===== src/rtl/dpwm_pkg.sv =====
package dpwm_pkg;
   // How the fine-tap selector is built
   typedef enum logic {
      TAP_SEL_INDEX = 1'b0,  // plain indexed part-select
      TAP_SEL_ANDOR = 1'b1   // decoded AND-OR tree
   } tap_sel_e;

   localparam int unsigned DUTY_W_MAX = 16;
endpackage


===== src/rtl/dpwm_tap_chain.sv =====
module dpwm_tap_chain
   import dpwm_pkg::*;
#(
   parameter int unsigned FINE_W    = 2,
   parameter tap_sel_e    SEL_STYLE = TAP_SEL_ANDOR
) (
   input  logic              clk,
   input  logic              rst_n,
   input  logic              step_i,
   input  logic [FINE_W-1:0] tap_sel_i,
   output logic              at_last_o,
   output logic              tap_hit_nx_o
);
   localparam int unsigned CELLS = 1 << FINE_W;
   localparam logic [CELLS-1:0] TOKEN_RST = {1'b1, {(CELLS-1){1'b0}}};

   logic [CELLS-1:0] cell_q;
   logic [CELLS-1:0] cell_nx;

   // ring of equal cells: each takes the token from its predecessor
   for (genvar c = 0; c < CELLS; c++) begin : g_cell
      localparam int unsigned PREV = (c == 0) ? CELLS - 1 : c - 1;
      assign cell_nx[c] = cell_q[PREV];
   end

   always_ff @(posedge clk or negedge rst_n) begin
      if (!rst_n)      cell_q <= TOKEN_RST;
      else if (step_i) cell_q <= cell_nx;
   end

   assign at_last_o = cell_q[CELLS-1];

   // selector looks at the cell the token enters on this step
   if (SEL_STYLE == TAP_SEL_ANDOR) begin : g_andor
      logic [CELLS-1:0] term;
      for (genvar c = 0; c < CELLS; c++) begin : g_term
         assign term[c] = cell_nx[c] & (tap_sel_i == FINE_W'(c));
      end
      assign tap_hit_nx_o = |term;
   end else begin : g_index
      assign tap_hit_nx_o = cell_nx[tap_sel_i];
   end
endmodule


===== src/rtl/dpwm_coarse_ctr.sv =====
module dpwm_coarse_ctr #(
   parameter int unsigned COARSE_W = 4
) (
   input  logic                clk,
   input  logic                rst_n,
   input  logic                step_i,
   input  logic                fine_carry_i,
   output logic [COARSE_W-1:0] count_nx_o,
   output logic                wrap_o
);
   logic [COARSE_W-1:0] count_q;
   logic                advance;

   assign advance    = step_i & fine_carry_i;
   assign count_nx_o = fine_carry_i ? count_q + 1'b1 : count_q;
   assign wrap_o     = advance & (&count_q);

   always_ff @(posedge clk or negedge rst_n) begin
      if (!rst_n)       count_q <= '1;
      else if (advance) count_q <= count_q + 1'b1;
   end
endmodule


===== src/rtl/dpwm_sr_out.sv =====
module dpwm_sr_out #(
   parameter int unsigned DUTY_W = 6,
   parameter int unsigned FINE_W = 2
) (
   input  logic                     clk,
   input  logic                     rst_n,
   input  logic                     step_i,
   input  logic                     wrap_i,
   input  logic [DUTY_W-1:0]        duty_i,
   input  logic [DUTY_W-FINE_W-1:0] coarse_nx_i,
   input  logic                     tap_hit_nx_i,
   output logic [DUTY_W-1:0]        duty_q_o,
   output logic                     pwm_o,
   output logic                     start_o
);
   localparam int unsigned COARSE_W = DUTY_W - FINE_W;

   logic [DUTY_W-1:0] duty_q;
   logic              full_scale;
   logic              coarse_eq;
   logic              clear_now;

   assign full_scale = &duty_q;
   assign coarse_eq  = (coarse_nx_i == duty_q[DUTY_W-1:FINE_W]);
   assign clear_now  = step_i & coarse_eq & tap_hit_nx_i & ~full_scale;

   always_ff @(posedge clk or negedge rst_n) begin
      if (!rst_n) begin
         duty_q  <= '0;
         pwm_o   <= 1'b0;
         start_o <= 1'b0;
      end else begin
         start_o <= wrap_i;
         if (wrap_i) begin
            duty_q <= duty_i;
            pwm_o  <= |duty_i;
         end else if (clear_now) begin
            pwm_o  <= 1'b0;
         end
      end
   end

   assign duty_q_o = duty_q;

   if (COARSE_W < 1) begin : g_bad_split
      $error("dpwm_sr_out: coarse part must be at least one bit");
   end
endmodule


===== src/rtl/hybrid_dpwm.sv =====
module hybrid_dpwm
   import dpwm_pkg::*;
#(
   parameter int unsigned DUTY_W    = 6,
   parameter int unsigned FINE_W    = 2,
   parameter tap_sel_e    SEL_STYLE = TAP_SEL_ANDOR
) (
   input  logic              clk,
   input  logic              rst_n,
   input  logic              fine_step_en,
   input  logic [DUTY_W-1:0] duty_i,
   output logic              pwm_o,
   output logic              period_start_o
);
   localparam int unsigned COARSE_W = DUTY_W - FINE_W;

   if (FINE_W < 1) begin : g_chk_fine
      $error("hybrid_dpwm: FINE_W must be at least 1");
   end
   if (DUTY_W <= FINE_W) begin : g_chk_split
      $error("hybrid_dpwm: DUTY_W must exceed FINE_W");
   end
   if (DUTY_W > DUTY_W_MAX) begin : g_chk_width
      $error("hybrid_dpwm: DUTY_W above supported maximum");
   end

   logic                fine_last;
   logic                tap_hit_nx;
   logic [COARSE_W-1:0] coarse_nx;
   logic                wrap;
   logic [DUTY_W-1:0]   duty_q;

   dpwm_tap_chain #(
      .FINE_W   (FINE_W),
      .SEL_STYLE(SEL_STYLE)
   ) u_fine (
      .clk         (clk),
      .rst_n       (rst_n),
      .step_i      (fine_step_en),
      .tap_sel_i   (duty_q[FINE_W-1:0]),
      .at_last_o   (fine_last),
      .tap_hit_nx_o(tap_hit_nx)
   );

   dpwm_coarse_ctr #(
      .COARSE_W(COARSE_W)
   ) u_coarse (
      .clk         (clk),
      .rst_n       (rst_n),
      .step_i      (fine_step_en),
      .fine_carry_i(fine_last),
      .count_nx_o  (coarse_nx),
      .wrap_o      (wrap)
   );

   dpwm_sr_out #(
      .DUTY_W(DUTY_W),
      .FINE_W(FINE_W)
   ) u_out (
      .clk         (clk),
      .rst_n       (rst_n),
      .step_i      (fine_step_en),
      .wrap_i      (wrap),
      .duty_i      (duty_i),
      .coarse_nx_i (coarse_nx),
      .tap_hit_nx_i(tap_hit_nx),
      .duty_q_o    (duty_q),
      .pwm_o       (pwm_o),
      .start_o     (period_start_o)
   );
endmodule


===== config.mk =====
export PLATFORM = sky130hd
export DESIGN_NAME = hybrid_dpwm
export DESIGN_NICKNAME = d
export VERILOG_FILES = /design/src/rtl/dpwm_pkg.sv /design/src/rtl/dpwm_tap_chain.sv /design/src/rtl/dpwm_coarse_ctr.sv /design/src/rtl/dpwm_sr_out.sv /design/src/rtl/hybrid_dpwm.sv
export SDC_FILE = /design/constraint.sdc
export NUM_CORES = 1
export LEC_CHECK = 0
export BUFFER_PORTS_ARGS = -buffer_cell sky130_fd_sc_hd__buf_4
export CAP_MARGIN = 0
export CORE_MARGIN = 2
export CORE_UTILIZATION = 60
export CTS_BUF_LIST = sky130_fd_sc_hd__clkbuf_8
export CTS_CLUSTER_SIZE = 8
export DETAILED_ROUTE_END_ITERATION = 10
export GPL_ROUTABILITY_DRIVEN = 0
export HOLD_SLACK_MARGIN = 0.12
export PLACE_DENSITY_LB_ADDON = 0.25
export SLEW_MARGIN = 15
export SYNTH_ARGS = -nofsm -noshare
export SYNTH_HDL_FRONTEND = slang
export SYNTH_HIERARCHICAL = 1
export SYNTH_SLANG_ARGS = --single-unit

===== constraint.sdc =====
create_clock -name clk -period 2.6 [get_ports clk]
set_clock_uncertainty 0.1 [all_clocks]
set_input_delay 0.26 -clock clk [delete_from_list [all_inputs] [get_ports clk]]
set_output_delay 0.26 -clock clk [all_outputs]
set_load 0.02 [all_outputs]

==> impl_metrics.tcl <==
set metrics [dict create \
    status "complete, no violations" \
    coreArea_sq_mm 0.00127 \
    clock_power_share_pct 43.7 \
    syn_area_per_cell_sq_um 13.0 \
    cts_tree "done" \
    wirelength_um 1330 \
    tightestPinTransition_ns 0.336 \
    internal_power_w 0.000396 \
    synth_top_cell_area_share_pct 34.6 \
    end_kind "register" \
    min_period_ns 1.80 \
    fillers 91 \
    overflow 0 \
    yosysTopAreaCell "dfrtp_1" \
    grt_usage_pct 20.0 \
    setup_ws_ns 0.799 \
    p_per_area_mw_per_mm2 518 \
    yosys_register_bits 16 \
    numCtsBuffers 3 \
    crit_required_ns 2.62 \
    grt_pass1_vias 473 \
    die_w_um 40.4 \
    critical_path_class "register to register" \
    synth_fp_nets 71 \
    synthTopCellsByArea "dfrtp_1 35%, dfstp_2 17%, mux2_2 14%" \
    cp.arrival_ns 1.82 \
    clk_latency_ns 0.24 \
    clk_pin_slew_ns 0.06 \
    drc 0 \
    p_leak_nw 0.476 \
    antenna_found_initial 0 \
    hold_buffers 1 \
    grt_pass1_wl_um 2060 \
    synth-edff-count 0 \
    relSlewSlack_pct 77.4 \
    pre_cts_ws_ns 0.831 \
    seq_area_frac_synth_pct 51.1 \
    p_sw_w 0.0000918 \
    io_buffers 10 \
    clockBufferDepth 2 \
    antenna_cells 0 \
    startpoint_type "register" \
    rsz0062_at_grt "false" \
    p_seq_share_pct 51.6 \
    drive_above_1_share_pct 48.0 \
    crit_fanout 4 \
    clkSinkCount 16 \
    die-area_sq_mm 0.00163 \
    dr.pass1.iters 4 \
    root_buffer "clkbuf_8" \
    fin_nets 86 \
    synthCells 61 \
    num_io_pins 11 \
    cap_viol_max_count 0 \
    yosys_warnings 6 \
    min_path_type "input port to register" \
    drv_slew 0 \
    ys_dominant_reg_cell "dfrtp_1" \
    vias_per_cell 5.54 \
    wl_per_cell_um 14.8 \
    htreeDepth 1 \
    timing_hold_violations_final 0 \
    area_growth_pct 18.6 \
    die_y_um 40.4 \
    rows 13 \
    swShare_pct 18.8 \
    fin_crit_sh_pct 69.3 \
    ir_drop_mv 0.337 \
    cts.repair.resized 0 \
    max_freq_mhz 555 \
    routed-via-count 499 \
    mostFrequentLayoutCells "11 x buf_4, 11 x dfrtp_1, 10 x mux2_2, 6 x xor2_1, 5 x dfstp_2" \
    dp_hpwl_um 980 \
    syn-cell-area_sq_um 796 \
    postCtsSetupBuffers 0 \
    drt-initial-drc-count 10 \
    postSynth.asyncResetShare_pct 100 \
    grt_max_degree 17 \
    setup_tns_ns 0 \
    setup_viol_count_final 0 \
    power.share.combinational_pct 4.8 \
    ys_types 23 \
    detail-route-antenna-nets 0 \
    initial_core_util_pct 62.7 \
]
cell type report:
type                    instances  area, sq um  area share, %
flip-flops and latches         16          407           43.1
repair buffers                 12         92.6           9.81
inverters                       1         3.75          0.398
well taps                      15         18.8           1.99
multi-input cells              42          367           38.9
clock buffers                   4         55.1           5.84
metrics by stage:
step                      power (W)  instances  cell area, sq um  hold WS (ns)  utilization, %
after global routing       0.000505         90               943         0.160            74.4
final                      0.000488         90               943         0.157            74.4
after CTS                  0.000493         90               943         0.155            74.4
after global placement     0.000277         85               878        0.0271            69.2
after floorplan            0.000260         61               796        -0.136               -
after detailed placement   0.000278         85               878        0.0258            69.2
layer usage:
| metal | global-route usage, % | up-vias | share of wire, % |
|---|---|---|---|
| li1 | - | 241 | - |
| met1 | 25.0 | 246 | 44 |
| met2 | 32.9 | 10 | 52 |
| met3 | 5.00 | 2 | 3.3 |
| met4 | 7.50 | 0 | 0.68 |
| met5 | 0 | - | 0 |
sequential cells by signal, indices dropped and copies added (netlist names):
signal            cells
u_coarse/count_q      4
u_out/duty_q_o        6
u_fine/cell_q         4
u_out/start_o         1
u_out/pwm_o           1
cell families (layout without fill, tap and decap cells):
logic type | Yosys count | in the layout | share of synthesized area (%)
mux | 13 | 13 | 20.3
xor+xnor | 10 | 10 | 11.0
buf+inv | 3 | 17 | 2.83
simple gates | 16 | 16 | 11.3
compound gates | 2 | 2 | 1.89
fa+ha+maj | 1 | 1 | 1.57
flops | 16 | 16 | 51.1
critical path: stages, from the launching register on:
cell,delay [ns]
dfstp_2,0.58
ha_1,0.25
mux2_1,0.31
xor2_1,0.15
nor3_1,0.19
a31oi_1,0.10
cells in the mapped netlist (2+ instances only):
master and n:
dfrtp_1 11, dfstp_2 5, mux2_2 10, nand2_1 3
nand3_1 3, nor2_1 2, nor2_2 2, nor3_1 2
xnor2_1 4, xor2_1 6
worst paths after layout:
check                                         start                  end  slack [ns]  cells after the start
max in group asynchronous                     rst_n  u_coarse/count_q[0]        1.85                      2
min in group asynchronous                     rst_n    u_out/duty_q_o[4]        0.31                      2
worst max-delay path            u_coarse/count_q[0]          u_out/pwm_o        0.80                      5
worst min register to register  u_coarse/count_q[2]  u_coarse/count_q[2]        0.41                      1
worst min-delay path                      duty_i[5]    u_out/duty_q_o[5]        0.16                      2
worst max register to register  u_coarse/count_q[0]          u_out/pwm_o        0.80                      5
power by group through the flow:
| stage | registers (W) | logic (W) | clock network (W) |
|---|---|---|---|
| finish | 0.000252 | 0.0000232 | 0.000213 |
| global route | 0.000252 | 0.0000257 | 0.000228 |
| CTS | 0.000252 | 0.0000237 | 0.000218 |
| detailed placement | 0.000256 | 0.0000220 | 0 |
| global placement | 0.000256 | 0.0000215 | 0 |
| floorplan | 0.000256 | 0.00000421 | 0 |
No activity file was read; power rests on OpenSTA's default activity.
